File: src/rtl/vote_uart_rx_pkg.sv
package vote_uart_rx_pkg;

    localparam int WORD_W    = 9;   // widest data word
    localparam int MIN_LEN   = 5;   // narrowest data word
    localparam int LEN_W     = 4;   // width of the length selector
    localparam int SPB_NORM  = 16;  // samples per bit, normal
    localparam int SPB_DBL   = 8;   // samples per bit, double speed
    localparam int VOTE_NORM = 8;   // first voting sample, normal
    localparam int VOTE_DBL  = 4;   // first voting sample, double speed
    localparam int CNT_W     = $clog2(SPB_NORM + 1);
    localparam int IDX_W     = $clog2(WORD_W + 1);

    typedef enum logic [2:0] {
        ST_IDLE,
        ST_START,
        ST_DATA,
        ST_PARITY,
        ST_STOP
    } rx_state_t;

    typedef struct packed {
        logic [WORD_W-1:0] data;
        logic              frame_err;
        logic              parity_err;
    } rx_word_t;

endpackage

File: src/rtl/vote_uart_rx_sync.sv
module vote_uart_rx_sync #(
    parameter int STAGES = 2
) (
    input  logic clk,
    input  logic rst_n,
    input  logic d,
    output logic q
);

    logic [STAGES-1:0] chain;

    generate
        if (STAGES == 1) begin : g_single
            always_ff @(posedge clk or negedge rst_n) begin
                if (!rst_n) chain <= '1;
                else        chain <= d;
            end
        end else begin : g_multi
            always_ff @(posedge clk or negedge rst_n) begin
                if (!rst_n) chain <= '1;
                else        chain <= {chain[STAGES-2:0], d};
            end
        end
    endgenerate

    assign q = chain[STAGES-1];

endmodule

File: src/rtl/vote_uart_rx_fsm.sv
module vote_uart_rx_fsm
    import vote_uart_rx_pkg::*;
(
    input  logic             clk,
    input  logic             rst_n,
    input  logic             en,
    input  logic             tick,
    input  logic             dbl,
    input  logic             rxd,
    input  logic [LEN_W-1:0] word_len,
    input  logic [1:0]       parity_sel,
    output logic             push,
    output rx_word_t         word,
    output rx_state_t        state,
    output logic [CNT_W-1:0] cnt
);

    rx_state_t        st_q, st_d;
    logic [CNT_W-1:0] cnt_q, cnt_nx, last_smp, first_vote, final_vote;
    logic [1:0]       early_q;
    logic [IDX_W-1:0] idx_q, idx_last;
    logic [WORD_W-1:0] bits_q;
    logic             par_q;
    logic             vote, at_wrap, at_final, par_on, par_odd;

    // sample numbering depends on the speed mode
    assign last_smp   = dbl ? CNT_W'(SPB_DBL)  : CNT_W'(SPB_NORM);
    assign first_vote = dbl ? CNT_W'(VOTE_DBL) : CNT_W'(VOTE_NORM);
    assign final_vote = first_vote + CNT_W'(2);
    assign cnt_nx     = (cnt_q >= last_smp) ? CNT_W'(1) : cnt_q + CNT_W'(1);
    assign at_wrap    = tick && (cnt_q >= last_smp);
    assign at_final   = tick && (cnt_nx == final_vote);
    assign vote       = (early_q[0] & early_q[1]) | (early_q[0] & rxd) | (early_q[1] & rxd);
    assign par_on     = parity_sel[1];
    assign par_odd    = parity_sel[0];

    always_comb begin
        if (word_len < LEN_W'(MIN_LEN))
            idx_last = IDX_W'(MIN_LEN - 1);
        else if (word_len > LEN_W'(WORD_W))
            idx_last = IDX_W'(WORD_W - 1);
        else
            idx_last = IDX_W'(word_len) - IDX_W'(1);
    end

    // next state
    always_comb begin
        st_d = st_q;
        unique case (st_q)
            ST_IDLE:   if (tick && !rxd) st_d = ST_START;
            ST_START: begin
                if (at_final && vote)  st_d = ST_IDLE;
                else if (at_wrap)      st_d = ST_DATA;
            end
            ST_DATA:   if (at_wrap && idx_q == idx_last)
                           st_d = par_on ? ST_PARITY : ST_STOP;
            ST_PARITY: if (at_wrap) st_d = ST_STOP;
            ST_STOP:   if (at_final) st_d = ST_IDLE;
            default:   st_d = ST_IDLE;
        endcase
        if (!en) st_d = ST_IDLE;
    end

    // state register
    always_ff @(posedge clk or negedge rst_n) begin
        if (!rst_n) st_q <= ST_IDLE;
        else        st_q <= st_d;
    end

    // counter, vote storage and word assembly
    always_ff @(posedge clk or negedge rst_n) begin
        if (!rst_n) begin
            cnt_q   <= '0;
            early_q <= '0;
            idx_q   <= '0;
            bits_q  <= '0;
            par_q   <= 1'b0;
            push    <= 1'b0;
            word    <= '0;
        end else begin
            push <= 1'b0;
            if (!en) begin
                cnt_q <= '0;
                idx_q <= '0;
            end else if (tick) begin
                if (st_q == ST_IDLE) begin
                    cnt_q  <= rxd ? CNT_W'(0) : CNT_W'(1);
                    idx_q  <= '0;
                    bits_q <= '0;
                end else begin
                    cnt_q <= cnt_nx;
                    if (cnt_nx == first_vote)              early_q[0] <= rxd;
                    if (cnt_nx == first_vote + CNT_W'(1))  early_q[1] <= rxd;
                    if (at_final) begin
                        unique case (st_q)
                            ST_DATA:   bits_q[idx_q] <= vote;
                            ST_PARITY: par_q <= vote;
                            ST_STOP: begin
                                push            <= 1'b1;
                                word.data       <= bits_q;
                                word.frame_err  <= ~vote;
                                word.parity_err <= par_on & (^bits_q ^ par_q ^ par_odd);
                            end
                            default: ;
                        endcase
                    end
                    if (at_wrap && st_q == ST_DATA) idx_q <= idx_q + IDX_W'(1);
                end
            end
        end
    end

    assign state = st_q;
    assign cnt   = cnt_q;

endmodule

File: src/rtl/vote_uart_rx_fifo.sv
module vote_uart_rx_fifo
    import vote_uart_rx_pkg::*;
#(
    parameter int DEPTH = 2
) (
    input  logic     clk,
    input  logic     rst_n,
    input  logic     flush,
    input  logic     push,
    input  rx_word_t din,
    input  logic     pop,
    output rx_word_t dout,
    output logic     empty,
    output logic     ovf
);

    localparam int AW = (DEPTH > 1) ? $clog2(DEPTH) : 1;
    localparam int LW = $clog2(DEPTH + 1);

    rx_word_t        mem [DEPTH];
    logic [AW-1:0]   wr_ptr, rd_ptr;
    logic [LW-1:0]   level;
    logic            full, do_push, do_pop;

    function automatic logic [AW-1:0] bump(input logic [AW-1:0] p);
        return (p == AW'(DEPTH - 1)) ? '0 : p + AW'(1);
    endfunction

    assign full    = (level == LW'(DEPTH));
    assign empty   = (level == '0);
    assign do_push = push && !full;
    assign do_pop  = pop && !empty;
    assign dout    = mem[rd_ptr];

    always_ff @(posedge clk or negedge rst_n) begin
        if (!rst_n) begin
            wr_ptr <= '0;
            rd_ptr <= '0;
            level  <= '0;
            ovf    <= 1'b0;
            for (int i = 0; i < DEPTH; i++) mem[i] <= '0;
        end else if (flush) begin
            wr_ptr <= '0;
            rd_ptr <= '0;
            level  <= '0;
            ovf    <= 1'b0;
        end else begin
            if (do_push) begin
                mem[wr_ptr] <= din;
                wr_ptr      <= bump(wr_ptr);
            end
            if (do_pop) rd_ptr <= bump(rd_ptr);
            if (do_push && !do_pop)      level <= level + LW'(1);
            else if (do_pop && !do_push) level <= level - LW'(1);
            if (push && full)  ovf <= 1'b1;
            else if (do_pop)   ovf <= 1'b0;
        end
    end

endmodule

File: src/rtl/vote_uart_rx.sv
module vote_uart_rx
    import vote_uart_rx_pkg::*;
#(
    parameter int FIFO_DEPTH  = 2,
    parameter int SYNC_STAGES = 2
) (
    input  logic              clk,
    input  logic              rst_n,
    input  logic              rx_en,
    input  logic              baud_tick,
    input  logic              dbl_speed,
    input  logic [LEN_W-1:0]  word_len,
    input  logic [1:0]        parity_sel,
    input  logic              rx_in,
    input  logic              rd_en,
    output logic              rd_valid,
    output logic [WORD_W-1:0] rd_data,
    output logic              rd_frame_err,
    output logic              rd_parity_err,
    output logic              overrun
);

    logic             rx_sync;
    logic             rec_push, rec_busy, q_empty;
    rx_word_t         rec_word, head;
    rx_state_t        rec_state;
    logic [CNT_W-1:0] rec_cnt;

    vote_uart_rx_sync #(.STAGES(SYNC_STAGES)) u_sync (
        .clk   (clk),
        .rst_n (rst_n),
        .d     (rx_in),
        .q     (rx_sync)
    );

    vote_uart_rx_fsm u_fsm (
        .clk        (clk),
        .rst_n      (rst_n),
        .en         (rx_en),
        .tick       (baud_tick),
        .dbl        (dbl_speed),
        .rxd        (rx_sync),
        .word_len   (word_len),
        .parity_sel (parity_sel),
        .push       (rec_push),
        .word       (rec_word),
        .state      (rec_state),
        .cnt        (rec_cnt)
    );

    vote_uart_rx_fifo #(.DEPTH(FIFO_DEPTH)) u_fifo (
        .clk   (clk),
        .rst_n (rst_n),
        .flush (!rx_en),
        .push  (rec_push),
        .din   (rec_word),
        .pop   (rd_en),
        .dout  (head),
        .empty (q_empty),
        .ovf   (overrun)
    );

    assign rec_busy      = (rec_state != ST_IDLE);
    assign rd_valid      = !q_empty;
    assign rd_data       = head.data;
    assign rd_frame_err  = head.frame_err;
    assign rd_parity_err = head.parity_err;

endmodule

File: config.mk
export PLATFORM = sky130hd
export DESIGN_NAME = vote_uart_rx
export DESIGN_NICKNAME = d
export VERILOG_FILES = /design/src/rtl/vote_uart_rx_pkg.sv /design/src/rtl/vote_uart_rx_sync.sv /design/src/rtl/vote_uart_rx_fsm.sv /design/src/rtl/vote_uart_rx_fifo.sv /design/src/rtl/vote_uart_rx.sv
export SDC_FILE = /design/constraint.sdc
export NUM_CORES = 1
export LEC_CHECK = 0
export ABC_AREA = 1
export BUFFER_PORTS_ARGS = -buffer_cell sky130_fd_sc_hd__buf_4
export CAP_MARGIN = 20
export CELL_PAD_IN_SITES_DETAIL_PLACEMENT = 0
export CELL_PAD_IN_SITES_GLOBAL_PLACEMENT = 1
export CORE_ASPECT_RATIO = 1.4
export CORE_MARGIN = 2
export CORE_UTILIZATION = 35
export DETAILED_ROUTE_END_ITERATION = 8
export PLACE_DENSITY_LB_ADDON = 0.1
export SKIP_LAST_GASP = 1
export SLEW_MARGIN = 10
export SYNTH_ARGS = -nofsm -noshare
export SYNTH_HDL_FRONTEND = slang
export SYNTH_SLANG_ARGS = --single-unit
export TNS_END_PERCENT = 5
File: constraint.sdc
create_clock -name clk -period 2.32 [get_ports clk]
set_input_delay 0.348 -clock clk [delete_from_list [all_inputs] [get_ports clk]]
set_output_delay 0.348 -clock clk [all_outputs]
set_load 0.02 [all_outputs]
# After elaboration in Yosys (flattened, before gate mapping)
# Index checks and enable logic that the tools add are counted.
[totals]
out_inout_bits = 13
inputBits = 13
register_bits = 65
elab_cells = 153
[classes]
eq_ne = 20
muxes = 51
n_reduce_logical = 31
add_sub_neg = 9
order_cmp = 8
bitwise_logic = 12
[op_table]
columns = ["cell", "n"]
rows = [
  ["2-to-1 mux 11 bit", 4],
  ["2-to-1 mux 4 bit", 7],
  ["2-to-1 mux 9 bit", 3],
  ["2-to-1 mux 5 bit", 5],
  ["2-to-1 mux 3 bit", 8],
  ["bitwise mux 22 bit", 1],
  ["2-to-1 mux 1 bit", 16],
  ["equality test 5 bit", 3],
  ["one-hot mux 3 bit (5 select lines)", 1],
  ["AND reduction 5 bit", 3],
  ["logical AND 1 bit", 13],
  ["!= test 3 x 2 -> 1 bit (second input constant)", 4],
  ["AND reduction 4 bit", 3],
  ["demux 11 bit (select 1 bit)", 1],
  ["adder 5 x 1 -> 5 bit (second input constant)", 2],
  ["bitwise mux 9 bit", 1],
  ["!= test 3 x 1 -> 1 bit (second input constant)", 3],
  ["parity 9 bit", 1],
  ["equality test 3 x 2 -> 1 bit (second input constant)", 2],
  ["2-to-1 mux 2 bit", 3],
  ["!= test 2 x 1 -> 1 bit (second input constant)", 3],
  ["adder 5 x 2 -> 5 bit (second input constant)", 1],
  ["greater-or-equal comparator 5 bit", 1],
  ["zero test 1 bit", 5],
  ["26 further kinds", 37],
]

# Longest topological paths before layout
[logic_depth]
word_depth = 9
ltp_mapped = 16
mapped_depth_nobuf = 16

# Cells and area by module
# From an unflattened synthesis, not the netlist that was laid out.
[hier_totals]
cells_unflattened = 496
hier_area_um2 = 3692.3
[by_module_without_submodules]
columns = ["module", "area_each_um2", "cells_per_inst", "n_inst"]
rows = [
  ["vote_uart_rx_fsm", 2354.8, 335, 1],
  ["vote_uart_rx_fifo", 1277.5, 157, 1],
  ["vote_uart_rx_sync", 52.6, 2, 1],
  ["vote_uart_rx", 7.5, 2, 1],
]

# Worst setup path after synthesis
# No wires, ideal clock.
[synth_path]
kind = "register to register"
startpoint = "register u_fsm.cnt_q[3] (netlist: u_fsm.cnt[3])"
endpoint = "register u_fsm.bits_q[8]"
stages_incl_launch_ff = 17
arrival_time_ns = 1.678
setup_ns = 0.117
path_slack_ns = 0.526
n_path_buf = 0
t_required_ns = 2.203
period_less_slack_ns = 1.794
path_cell_list = "dfrtp_1 -> inv_1 -> ha_1 -> nand2_1 -> inv_1 -> nand2_1 -> nand2_1 -> nor2_1 -> nand2_1 -> nand2_2 -> nand2_4 -> nand2_4 -> nand2_4 -> inv_4 -> o21ai_0 -> nand2_1 -> nand2_1"
[synth_between]
elab_chain_cells = 6
[synth_lines]
columns = ["item", "line", "rtl"]
rows = [
  ["start, declared", "vote_uart_rx_fsm.sv:19", "logic [CNT_W-1:0] cnt_q, cnt_nx, last_smp, first_vote, final_vote;"],
  ["start signal, assigned", "vote_uart_rx_fsm.sv:87", "cnt_q <= rxd ? CNT_W'(0) : CNT_W'(1);"],
  ["start signal, assigned", "vote_uart_rx_fsm.sv:91", "cnt_q <= cnt_nx;"],
  ["adder 5 x 1 -> 5 bit or greater-or-equal comparator 5 bit (tied branches)", "vote_uart_rx_fsm.sv:30", "assign cnt_nx = (cnt_q >= last_smp) ? CNT_W'(1) : cnt_q + CNT_W'(1);"],
  ["2-to-1 mux 5 bit *", "vote_uart_rx_fsm.sv:30", ""],
  ["equality test 5 bit *", "vote_uart_rx_fsm.sv:32", "assign at_final = tick && (cnt_nx == final_vote);"],
  ["logical AND 1 bit *", "vote_uart_rx_fsm.sv:32", ""],
  ["nonzero test 2 bit (no source line) *", "--", ""],
  ["AND reduction 4 bit (no source line) *", "--", ""],
  ["end signal, assigned by index", "vote_uart_rx_fsm.sv:96", "ST_DATA: bits_q[idx_q] <= vote;"],
  ["end, declared", "vote_uart_rx_fsm.sv:22", "logic [WORD_W-1:0] bits_q;"],
]
# Mark *: on every way between the ends. The rest lies on a longest branch, timed or not.
# A chain may end at the register's enable or synchronous reset.

# Worst setup path after layout
[layout_path]
startpoint = "register u_fsm.cnt_q[0] (netlist: u_fsm.cnt[0])"
endpoint = "register u_fsm.bits_q[6]"
# Same word-level chain as after synthesis.

==> flow_summary_export.csv <==
group,metric,value,unit
floorplan,io-pin-count,26,
synth,synth_edf_count,0,
min_path,min_path_type,"in -> async",
worst_setup_path,critPathLaunchType,"register",
clock_tree,path_clk_slew,50,ps
clock_tree,clkLatencyLatePin,330,ps
floorplan,core_area,9950,µm²
synth,syn-num-nets,490,
floorplan,rows,43,
clock_tree,cts_tree,"done",
sta,skew,6.23,ps
synth,synth-compound-area-share,12.1,%
synth,synth_cell_type_count,36,
flow_run,drv_cap,0,
pwr,power_leakage,2.13,nW
floorplan,die-width,89.4,µm
clock_tree,clockBufferDepth,2,
sta,rsz0062_at_grt,"yes",
final_layout,drive_gt1_share,12.7,%
routing,drc,0,
worst_setup_path,path_max_fanout,9,
routing,drtAntennaViolNets,0,
global_routing,overflow,0,
global_routing,grt_pass1_vias,2839,
final_layout,final_core_util,42.2,%
synth,synth_xor_area_share,2.94,%
worst_setup_path,crit_arrival,2300,ps
routing,wl,7880,µm
sta,max-slew-margin-rel,42.4,%
final_layout,final_nets,521,
global_routing,grt_max_degree,66,
pwr,peakVddDrop,0.374,mV
final_layout,fill_cells,1057,
global_routing,grt_first_pass_wirelength,13600,µm
worst_setup_path,crit_required,2530,ps
routing,wire_per_inst,12.4,µm
sta,tightest_slew,864,ps
routing,vias,2902,
synth,synth_top_area_share,44.1,%
clock_tree,clkSinkCount,65,
synth,synthSimpleGateAreaFrac,27.5,%
synth,async_reset_ff_share,100,%
sta,min_period_over_period,89.8,%
synth,seq_area_frac_synth,45.5,%
pwr,pwr-share-seq,38.9,%
pwr,internal-power,2.22,mW
routing,drt_iter0_drc,117,
worst_setup_path,worst_setup_path_end_kind,"register",
synth,yosysTopAreaCell,"dfrtp_1",
place,dp_hpwl,5720,µm
synth,syn_area,3580,µm²
floorplan,start_util,35.9,%
clock_tree,clockRootBuffer,"clkbuf_16",
routing,viasPerCell,4.55,
sta,tns,0,ps
final_layout,seq_area,1630,µm²
sta,period_needed,2080,ps
synth,yosysWarnings,0,
synth,synthMuxAreaShare,0,%
routing,drt_first_pass_iters,4,
synth,synth_common_cells,"nand2_1, dfrtp_1, inv_1",
pwr,pwr-share-clk,35.3,%
sta,maxSlewViolCount,0,
pwr,p_comb_share,25.8,%
synth,yosysMostFrequentCell,"nand2_1",
pwr,switching_share,33.5,%
synth,synthAdderAreaFrac,3.50,%
synth,yosys-top-cells-area,"dfrtp_1, nand2_1, o21ai_0, inv_1, nand3_1",
place,globalplace.congestion,0.842,
sta,timing.fmax,0.480,GHz
clock_tree,h-tree-depth,3,
synth,syn-mean-instance-area,7.66,µm²
pwr,powerDensity,793,nW/µm²
clock_tree,cts_setup_buffers,0,
outcome,outcome,"finished clean",
sta,setup_viol,0,
sta,hold_viol,0,
final_layout,area_delta_synth_final,17.5,%
synth,ys_ff_latch,65,
clock_tree,cts_inserted_buffers,9,
synth,synth_top_family_by_area,"simple AND/OR/NAND/NOR gates",
global_routing,grt_use_total,16.0,%
global_routing,antenna_found_initial,0,
final_layout,n_antenna_cell,0,
synth,synthCells,467,
synth,ys.flop_type,"dfrtp_1",
floorplan,die_area,11100,µm²
worst_setup_path,critPathKind,"reg -> reg",
pwr,p_switching,1.12,mW
place,portBuffers,25,
floorplan,die_h,124,µm
final_layout,multi_input_area,1650,µm²
-- per-layer routing --
layer	GRT usage, %	part of all wire [%]	up-vias
li1	-	-	1554
met1	19.4	46	1307
met2	27.2	51	35
met3	3.98	2.0	6
met4	6.16	1.3	0
met5	0	0	-
-- what timing repair did --
action | CTS | global route
gates resized for setup | 0 | 1
endpoints found under the hold margin | 0 | 0
setup endpoints to repair | 0 | 2
hold buffers | 0 | 0
-- cell type report --
type                       count  area share [%]
tap                          135            4.02
clock inverter                 4           0.476
clock buffer                  12            5.63
multi-input combinational    325            39.2
timing repair buffer          32            6.02
inverter                      65            5.87
sequential                    65            38.8
-- placed cells by master (no fill, tap or decap), drive strengths merged --
master and count:
clkinv 6, dfstp 2, ha 10, o2111ai 1
o32ai 3, o211ai 1, inv 63, buf 32
xnor2 7, o21a 1, dfrtp 63, clkbuf 12
nand2 146, nand3 32, o21ai 56, a21oi 11
nand3b 1, o31ai 1, nor3 4, nand4 5
nor4 3, xor2 5, o22ai 2, nor2 33
o21bai 3
-- cells by family (layout without fill, tap and decap cells) --
family / count (synthesis) / in the layout
xor gates and xnor gates: 12 / 12
and+or+nand+nor: 224 / 224
AOI/OAI and AO/OA: 79 / 79
buffers and inverters: 77 / 113
DFF: 65 / 65
adders and majority gates: 10 / 10
-- metrics by stage --
stage	std cells	setup WS, ps	power (mW)	instance area, µm²	hold WS (ps)
after detailed placement	622	191	2.19	3940	349
after floorplan	467	526	1.92	3580	52.4
final	638	236	3.33	4200	125
after global routing	638	-1.90	3.57	4200	106
after global placement	622	219	2.19	3940	346
after CTS	638	213	3.41	4200	106
-- flip-flops by register name, indices dropped and copies added (netlist names), 3 cells and up --
register / cells
u_fsm.cnt: 5
u_fsm.idx_q: 4
u_fsm.bits_q: 9
u_fsm.state: 3
u_fsm.word: 11
u_fifo.mem: 22
-- critical path, stage by stage (launching register included) --
cell      delay, ps
dfrtp_1         430
ha_1            240
nand2_1          90
clkinv_1         70
nor2_1          180
inv_1            90
nor2_1          120
nand2_1          70
nand2_2         110
nand2_4         100
nand2_4          80
nand2_4          70
inv_4           110
o21ai_0         100
nand2_1          70
nand2_1          40
-- power by group through the flow --
stage	clock, mW	combinational, mW	sequential [mW]
3_3_place_gp	0	0.873	1.31
4_1_cts	1.23	0.877	1.30
5_1_grt	1.28	0.989	1.31
6_report	1.18	0.861	1.30
2_1_floorplan	0	0.622	1.29
3_5_place_dp	0	0.874	1.32
-- final timing paths --
kind                                               endpoint  cells after the start  slack (ps)                 startpoint
worst max-delay path            u_fsm.bits_q[6]$_DFFE_PN0P_                     15         240   u_fsm.cnt[0]$_DFFE_PN0P_
worst min-delay path             u_fifo.mem[13]$_DFFE_PN0P_                      1         120                      rst_n
worst max register to register  u_fsm.bits_q[6]$_DFFE_PN0P_                     15         240   u_fsm.cnt[0]$_DFFE_PN0P_
worst min register to register    u_sync.chain[1]$_DFF_PN1_                      0         360  u_sync.chain[0]$_DFF_PN1_
max in group asynchronous        u_fsm.idx_q[0]$_DFFE_PN0P_                      1        1620                      rst_n
min in group clk                  u_sync.chain[0]$_DFF_PN1_                      1         130                      rx_in
(Power assumes the default switching activity.)
